`src/rtl/pfo_pkg.sv`:
```
package pfo_pkg;
   typedef enum logic [1:0] {
      ST_RUN  = 2'd0,
      ST_HIZ  = 2'd1,
      ST_SOLO = 2'd2
   } pfo_state_e;
endpackage

```
`src/rtl/pfo_sync.sv`:
```
module pfo_sync #(
   parameter int WIDTH  = 2,
   parameter int STAGES = 2
) (
   input  logic             clk,
   input  logic             rst_n,
   input  logic [WIDTH-1:0] d_i,
   output logic [WIDTH-1:0] q_o
);
   logic [WIDTH-1:0] chain_q [STAGES];

   always_ff @(posedge clk) begin
      if (!rst_n) begin
         for (int s = 0; s < STAGES; s++) chain_q[s] <= '0;
      end else begin
         chain_q[0] <= d_i;
         for (int s = 1; s < STAGES; s++) chain_q[s] <= chain_q[s-1];
      end
   end

   assign q_o = chain_q[STAGES-1];
endmodule

```
`src/rtl/pfo_edge.sv`:
```
module pfo_edge (
   input  logic clk,
   input  logic rst_n,
   input  logic lvl_i,
   output logic rise_o,
   output logic fall_o
);
   logic lvl_d;

   always_ff @(posedge clk) begin
      if (!rst_n) lvl_d <= 1'b0;
      else        lvl_d <= lvl_i;
   end

   assign rise_o = lvl_i & ~lvl_d;
   assign fall_o = ~lvl_i & lvl_d;
endmodule

```
`src/rtl/pfo_sequencer.sv`:
```
module pfo_sequencer
   import pfo_pkg::*;
#(
   parameter int PHASES_QUAD = 4,
   parameter int PHASES_DUAL = 2,
   localparam int PW = $clog2(PHASES_QUAD)
) (
   input  logic          clk,
   input  logic          rst_n,
   input  logic          quad_sel_i,
   input  logic          lvl_i,
   input  logic          rise_i,
   input  logic          fall_i,
   input  logic          hiz_i,
   output logic          mode_o,
   output pfo_state_e    st_o,
   output logic [PW-1:0] sel_o,
   output logic          act_o
);
   localparam logic [PW-1:0] LAST_QUAD = PW'(PHASES_QUAD - 1);
   localparam logic [PW-1:0] LAST_DUAL = PW'(PHASES_DUAL - 1);

   logic [PW-1:0] ptr_q;
   logic [PW-1:0] ptr_nxt;
   logic [PW-1:0] last_ph;

   assign last_ph = mode_o ? LAST_QUAD : LAST_DUAL;
   assign ptr_nxt = (ptr_q == last_ph) ? '0 : ptr_q + PW'(1);

   always_ff @(posedge clk) begin
      if (!rst_n) begin
         mode_o <= quad_sel_i;
         st_o   <= ST_RUN;
         ptr_q  <= '0;
         sel_o  <= '0;
         act_o  <= 1'b0;
      end else begin
         unique case (st_o)
            ST_RUN: begin
               if (hiz_i) begin
                  st_o  <= ST_HIZ;
                  act_o <= 1'b0;
               end else if (rise_i) begin
                  act_o <= 1'b1;
                  sel_o <= ptr_q;
                  ptr_q <= ptr_nxt;
               end else if (fall_i) begin
                  act_o <= 1'b0;
               end
            end
            ST_HIZ: begin
               if (!hiz_i) begin
                  st_o  <= ST_SOLO;
                  sel_o <= '0;
                  act_o <= lvl_i;
               end
            end
            ST_SOLO: begin
               if (hiz_i) begin
                  st_o  <= ST_HIZ;
                  act_o <= 1'b0;
               end else if (rise_i) begin
                  act_o <= 1'b1;
               end else if (fall_i) begin
                  act_o <= 1'b0;
                  st_o  <= ST_RUN;
                  ptr_q <= PW'(1);
               end
            end
            default: begin
               st_o  <= ST_HIZ;
               act_o <= 1'b0;
            end
         endcase
      end
   end
endmodule

```
`src/rtl/pfo_outmap.sv`:
```
module pfo_outmap
   import pfo_pkg::*;
#(
   parameter int PHASES_QUAD = 4,
   parameter int PHASES_DUAL = 2,
   localparam int PW = $clog2(PHASES_QUAD)
) (
   input  logic                   hiz_raw_i,
   input  logic                   mode_i,
   input  pfo_state_e             st_i,
   input  logic [PW-1:0]          sel_i,
   input  logic                   act_i,
   output logic [PHASES_QUAD-1:0] pwm_o,
   output logic [PHASES_QUAD-1:0] en_o
);
   logic run_st;
   logic solo_st;

   assign run_st  = (st_i == ST_RUN);
   assign solo_st = (st_i == ST_SOLO);

   for (genvar k = 0; k < PHASES_QUAD; k++) begin : g_phase
      logic en_state;
      if (k == 0) begin : g_lead
         assign en_state = run_st | solo_st;
      end else if (k < PHASES_DUAL) begin : g_shared
         assign en_state = run_st;
      end else begin : g_quad_only
         assign en_state = run_st & mode_i;
      end
      assign en_o[k]  = en_state & ~hiz_raw_i;
      assign pwm_o[k] = en_o[k] & act_i & (sel_i == PW'(k));
   end
endmodule

```
`src/rtl/pwm_phase_fanout.sv`:
```
module pwm_phase_fanout
   import pfo_pkg::*;
#(
   parameter int PHASES_QUAD = 4,
   parameter int PHASES_DUAL = 2,
   parameter int SYNC_STAGES = 2
) (
   input  logic                   clk,
   input  logic                   rst_n,
   input  logic                   quad_sel_i,
   input  logic                   pwm_in_i,
   input  logic                   pwm_hiz_i,
   output logic [PHASES_QUAD-1:0] phase_pwm_o,
   output logic [PHASES_QUAD-1:0] phase_en_o
);
   localparam int PW = $clog2(PHASES_QUAD);

   if (PHASES_DUAL < 2) begin : g_bad_dual
      $error("PHASES_DUAL must be at least 2");
   end
   if (PHASES_QUAD <= PHASES_DUAL) begin : g_bad_quad
      $error("PHASES_QUAD must exceed PHASES_DUAL");
   end
   if (SYNC_STAGES < 2) begin : g_bad_sync
      $error("SYNC_STAGES must be at least 2");
   end

   logic [1:0]    sync_q;
   logic          lvl_s;
   logic          hiz_s;
   logic          rise;
   logic          fall;
   logic          mode_q;
   pfo_state_e    st;
   logic [PW-1:0] sel;
   logic          act;

   pfo_sync #(.WIDTH(2), .STAGES(SYNC_STAGES)) i_sync (
      .clk   (clk),
      .rst_n (rst_n),
      .d_i   ({pwm_hiz_i, pwm_in_i}),
      .q_o   (sync_q)
   );

   assign lvl_s = sync_q[0];
   assign hiz_s = sync_q[1];

   pfo_edge i_edge (
      .clk    (clk),
      .rst_n  (rst_n),
      .lvl_i  (lvl_s),
      .rise_o (rise),
      .fall_o (fall)
   );

   pfo_sequencer #(.PHASES_QUAD(PHASES_QUAD), .PHASES_DUAL(PHASES_DUAL)) i_seq (
      .clk        (clk),
      .rst_n      (rst_n),
      .quad_sel_i (quad_sel_i),
      .lvl_i      (lvl_s),
      .rise_i     (rise),
      .fall_i     (fall),
      .hiz_i      (hiz_s),
      .mode_o     (mode_q),
      .st_o       (st),
      .sel_o      (sel),
      .act_o      (act)
   );

   pfo_outmap #(.PHASES_QUAD(PHASES_QUAD), .PHASES_DUAL(PHASES_DUAL)) i_map (
      .hiz_raw_i (pwm_hiz_i),
      .mode_i    (mode_q),
      .st_i      (st),
      .sel_i     (sel),
      .act_i     (act),
      .pwm_o     (phase_pwm_o),
      .en_o      (phase_en_o)
   );
endmodule

```
`config.mk`:
```
export PLATFORM = sky130hd
export DESIGN_NAME = pwm_phase_fanout
export DESIGN_NICKNAME = d
export VERILOG_FILES = /design/src/rtl/pfo_pkg.sv /design/src/rtl/pfo_sync.sv /design/src/rtl/pfo_edge.sv /design/src/rtl/pfo_sequencer.sv /design/src/rtl/pfo_outmap.sv /design/src/rtl/pwm_phase_fanout.sv
export SDC_FILE = /design/constraint.sdc
export NUM_CORES = 1
export LEC_CHECK = 0
export BUFFER_PORTS_ARGS = -buffer_cell sky130_fd_sc_hd__buf_2
export CORE_MARGIN = 5
export CORE_UTILIZATION = 27
export DETAILED_ROUTE_END_ITERATION = 7
export PLACE_DENSITY = 0.48
export SETUP_SLACK_MARGIN = 0.3
export SLEW_MARGIN = 20
export SYNTH_ARGS = -nofsm -noshare
export SYNTH_HDL_FRONTEND = slang
export SYNTH_HIERARCHICAL = 1
export SYNTH_SLANG_ARGS = --single-unit
```
`constraint.sdc`:
```
create_clock -name clk -period 1.45 [get_ports clk]
set_input_delay 0.0725 -clock clk [delete_from_list [all_inputs] [get_ports clk]]
set_output_delay 0.0725 -clock clk [all_outputs]
set_load 0.02 [all_outputs]
```
# [After elaboration in Yosys (flattened, before gate mapping)]
# Memories as Yosys holds them, arrays and structs flattened.
# Cells that the tools add are included.
[totals] mem_bits_rw=4 out_inout_bits=8 word_cells=79 in_bits=5 mem_count=1 regBits=9
[mem_list] memory="i_sync.chain_q" depth=2 width=2 rd=2 rd_ports_with_merged_regs=0 wr=2 line_no="pfo_sync.sv:10" source="logic [WIDTH-1:0] chain_q [STAGES];"
[op_classes] add_sub_neg=1 n_bitwise=19 eq_ne=16 muxes=27 reduce_logical=9
[ops] op="$mux 2" n=17
[ops] op="$ne 2x2->1 const B" n=7
[ops] op="$and 1x1->1" n=13
[ops] op="$pmux 2 s2" n=2
[ops] op="$reduce_and 4->1" n=2
[ops] op="$eq 2x2->1 const B" n=3
[ops] op="$mux 1" n=6
[ops] op="$ne 3x3->1 const B" n=2
[ops] op="$pmux 2 s3" n=1
[ops] op="$reduce_and 6->1" n=1
[ops] op="$eq 2x1->1 const B" n=2
[ops] op="$logic_not 2->1" n=2
[ops] op="$ne 4x1->1 const B" n=1
[ops] op="$reduce_bool 2->1" n=2
[ops] op="$not 1->1" n=3
[ops] op="$or 1x1->1" n=3
[ops] op="$add 2x1->2 const B" n=1
[ops] op="$eq 2x2->1" n=1
[ops] op="$pmux 1 s2" n=1
[ops] op="$reduce_and 2->1" n=1
[ops] op="$reduce_or 2->1" n=1

# [Depth between registers and ports, before layout]
[depth] ltp_word=6 depth_mapped=6 ltp_nobuf=4

# [Hierarchy]
# Netlist, hierarchy kept.
[modules_own_cells] module="pfo_sequencer" seq_area_each_um2=170.2 area_each_um2=455.4 cells_each=48 n_inst=1
[modules_own_cells] module="pfo_sync" seq_area_each_um2=80.1 area_each_um2=120.1 cells_each=10 n_inst=1
[modules_own_cells] module="pfo_outmap" seq_area_each_um2=0.0 area_each_um2=76.3 cells_each=10 n_inst=1
[modules_own_cells] module="pfo_edge" seq_area_each_um2=20.0 area_each_um2=38.8 cells_each=4 n_inst=1

# [Worst setup path before layout]
# No wires, ideal clock.
[synth_timing] path_kind="register -> output" from="register i_seq.st_o[1]" to="output phase_en_o[3]" path_buffers=1 setup_slack_ps=-88 t_required_ps=1378 path_stages_with_launch=4 t_arrival_ps=1465 path_cell_list="dfxtp_1 > nor3_1 > and2_1 > buf_4"
[synth_between] elab_chain_len=3
[synth_lines] item="start: declaration" line_no="pfo_sequencer.sv:16" source="output pfo_state_e st_o,"
[synth_lines] item="start signal: assignment" line_no="pfo_sequencer.sv:33" source="st_o <= ST_RUN;"
[synth_lines] item="start signal: assignment" line_no="pfo_sequencer.sv:41" source="st_o <= ST_HIZ;"
[synth_lines] item="start signal: assignment" line_no="pfo_sequencer.sv:53" source="st_o <= ST_SOLO;"
[synth_lines] item="$logic_not 2->1" line_no="pfo_outmap.sv:19" source="assign run_st = (st_i == ST_RUN);"
[synth_lines] item="$and 1x1->1 (2 in a row)"
[synth_lines] item="end: declaration" line_no="pwm_phase_fanout.sv:14" source="output logic [PHASES_QUAD-1:0] phase_en_o"
# No other way between the ends.

# [Worst setup path in the final report]
[layout_timing] from="register i_seq.st_o[1]" to="output phase_pwm_o[2]"
[layout_between] elab_chain_len=5
[layout_lines] item="$logic_not 2->1" line_no="pfo_outmap.sv:19"
[layout_lines] item="$and 1x1->1" line_no="pfo_outmap.sv:29" source="assign en_state = run_st & mode_i;"
[layout_lines] item="$and 1x1->1" line_no="pfo_outmap.sv:31" source="assign en_o[k] = en_state & ~hiz_raw_i;"
[layout_lines] item="$and 1x1->1 (2 in a row)" line_no="pfo_outmap.sv:32" source="assign pwm_o[k] = en_o[k] & act_i & (sel_i == PW'(k));"
[layout_lines] item="end: declaration" line_no="pwm_phase_fanout.sv:13" source="output logic [PHASES_QUAD-1:0] phase_pwm_o,"
# No other way between the ends.

==> reports/qor.csv <==
stage,metric,value,unit
clocking,numCtsBuffers,3,
critical_path,worstSetupPathType,reg2out,
grt,grt_pass1_wl,2800,um
critical_path,cp_slowest_stage_delay,0.36,ns
sta,fin_setup_tns,0,ns
clocking,clockBufferDepth,2,
detailed_routing,wl,1650,um
detailed_routing,drc,0,
die,die_area,3670,um^2
sta,worstMarginPinSlew,0.352,ns
sta,slew_violations,0,
die,core,2450,um^2
yosys,synthArstFlopShare,0,%
yosys,synth-seq-cells,13,
grt,first_global_vias,585,
power_and_ir_drop,pwr-share-clk,28.9,%
yosys,avgSynthCellArea,9.59,um^2
critical_path,critPathMaxFanout,3,
power_and_ir_drop,seqPwrFrac,52.0,%
power_and_ir_drop,combinationalPowerShare,19.1,%
sta,finalSetupViolCount,0,
yosys,yosysMostFrequentCell,dfxtp_1,
critical_path,crit_slowest_cell,dfxtp_4,
critical_path,startpoint_type,flip-flop,
sta,rsz0062_at_grt,true,
grt,grt-ovfl-total,0,
cells_and_area,area_delta_synth_final,48.9,%
yosys,synthTopCellsByArea,"dfxtp_1 35%, and2_1 5.4%, buf_6 4.9%",
yosys,yosys.area.top_type,dfxtp_1,
status,status,"complete, no violations",
grt,antenna_found_initial,0,
die,die_x,60.6,um
detailed_routing,drt-initial-drc-count,7,
placement,dp.cells,109,
cells_and_area,fin_cells,125,
placement,gp_congestion,0.739,
clocking,htreeDepth,1,
worst_hold_path,hold_path.class,in2reg,
power_and_ir_drop,p_int,0.563,mW
critical_path,crit_chain,nor4b_4 > and4b_1 > buf_4,
yosys,synth_area,691,um^2
die,start_util,28.1,%
sta,period_share,94.8,%
detailed_routing,wl_per_cell,13.2,um
die,die_y,60.6,um
detailed_routing,ant_nets,0,
sta,clock.fmax,727,MHz
sta,post-route-min-period,1.37,ns
grt,grt_start_max_net_pins,13,
yosys,synth_fp_nets,77,
die,io_pins,13,
sta,final.setup_skew,0.00659,ns
power_and_ir_drop,swShare,25.8,%
power_and_ir_drop,ir_worst_vdd,336,uV
clocking,insertion_delay,0.27,ns
critical_path,required,1.38,ns
critical_path,arrival,1.30,ns
power_and_ir_drop,p_leak,0.409,nW
sta,slew-limit-headroom,76.6,%
grt,grt_usage,10.6,%
yosys,synth_edf_count,1,
critical_path,end_kind,primary output,
yosys,synthCells,72,
die,num_rows,18,
power_and_ir_drop,finalPower,0.759,mW
placement,io_buffers,12,
clocking,clock-sinks,13,
detailed_routing,vias,609,
detailed_routing,firstDrtPassIters,4,
yosys,synth_top_cell_area_share,34.8,%
yosys,synth_ff_type,dfxtp_1,
yosys,ys_top_cells_by_count,"12 x dfxtp_1, 6 x and2_1, 6 x nor2_1",
power_and_ir_drop,p_sw,0.196,mW
critical_path,path_buf_inv,1,
cells_and_area,n_antenna_cell,0,
power_and_ir_drop,power_per_cell_area,738,nW/um^2
placement,hpwl,1000,um
clocking,cts-root-buf,clkbuf_4,
clocking,cts.clk_slew.worst_paths,0.08,ns
cells_and_area,drive_gt1_share,53.7,%
critical_path,cp_top_family,simple AND/OR/NAND/NOR gates,
clocking,cts_tree,built,
yosys,yosysUniqueCellTypes,34,
cells_and_area,final_nets,101,
yosys,yosysSeqAreaShare,39.1,%
flow_run,drv_cap,0,
sta,hold_viol,0,
detailed_routing,vias_per_cell,4.87,
yosys,ys_warn_count,6,
power groups by stage:
stage	sequential [mW]	clock (mW)	combinational, mW
after global placement	0.403	0	0.0883
after detailed placement	0.403	0	0.0898
after CTS	0.391	0.227	0.126
after global routing	0.397	0.249	0.156
after floorplan	0.394	0	0.0797
final	0.394	0.219	0.145
metrics by stage:
step / utilization (%) / setup WS (ns) / hold WS (ns) / cell area, um^2
detailed placement: 31.0 / 0.134 / 0.251 / 762
CTS: 38.7 / 0.0617 / 0.00275 / 950
global placement: 31.0 / 0.159 / 0.249 / 762
finish: 41.9 / 0.0752 / 0.00441 / 1030
global route: 41.9 / 0.0116 / 0.0132 / 1030
floorplan: - / 0.231 / 0.171 / 717
state kept, by name, summed over array words and instances (netlist names):
name and count:
i_seq/st_o 2, i_seq/ptr_q 2, i_edge/lvl_d 1, i_seq/sel_o 2
i_sync/chain_q 4, i_seq/mode_o 1, i_seq/act_o 1
worst reg2reg max path: stages, from the launching register on:
cell     delay (ns)
dfxtp_4        0.36
buf_4          0.15
buf_8          0.14
nor2b_4        0.13
a21oi_2        0.06
o221a_1        0.26
area by class of cell:
| type | instances | area [um^2] |
|---|---|---|
| clock buffers | 4 | 26.3 |
| fillers | 232 | 1430 |
| inverters | 1 | 3.75 |
| multi-input cells | 52 | 462 |
| flip-flops and latches | 13 | 284 |
| well taps | 30 | 37.5 |
| repair buffers | 25 | 215 |
cells in the final DEF (no fill, tap or decap), types with 2 or more instances in the layout:
master / instances
buf_6: 8
o21ai_1: 2
o22ai_1: 2
nor2b_4: 3
buf_4: 10
and2_1: 5
nand3b_1: 2
nor2_1: 4
dfxtp_4: 2
nor2b_1: 2
a31oi_1: 2
clkbuf_4: 3
nand2b_1: 2
a21oi_2: 2
dfxtp_2: 5
dfxtp_1: 5
buf_2: 5
nor4b_4: 2
nand2_1: 3
timing repair:
action,CTS,global route
endpoints found under the hold margin,1,0
gates cloned,0,0
buffers inserted,9,2
pin swaps,8,7
setup endpoints to repair,14,14
hold buffers,1,0
resized for setup,26,17
routing by layer:
metal / global-route usage (%) / part of all wire, % / vias up
met1: 13.2 / 46 / 291
met4: 5.57 / 2.1 / 0
met3: 3.19 / 5.3 / 4
li1: - / - / 302
met5: 0 / 0 / -
met2: 16.5 / 47 / 12
path summary, 6_finish.rpt:
check | start | endpoint | slack (ns) | cells past startpoint
worst max-delay path | i_seq/st_o[1]$_SDFFE_PN0P_ | phase_pwm_o[2] | 0.08 | 3
worst min-delay path | pwm_in_i | i_sync/chain_q[0][0]$_SDFF_PN0_ | 0.004 | 2
worst max register to register | i_seq/st_o[1]$_SDFFE_PN0P_ | i_seq/act_o$_SDFFE_PN0P_ | 0.26 | 5
worst min register to register | i_sync/chain_q[0][0]$_SDFF_PN0_ | i_sync/chain_q[0][2]$_SDFF_PN0_ | 0.43 | 1
kinds of logic after synthesis:
kind of cell | synth area share, %
mux | 1.45
buf+inv | 8.69
flops | 39.1
simple gates | 38.2
compound gates | 12.5
No activity file was read; power rests on OpenSTA's default activity.
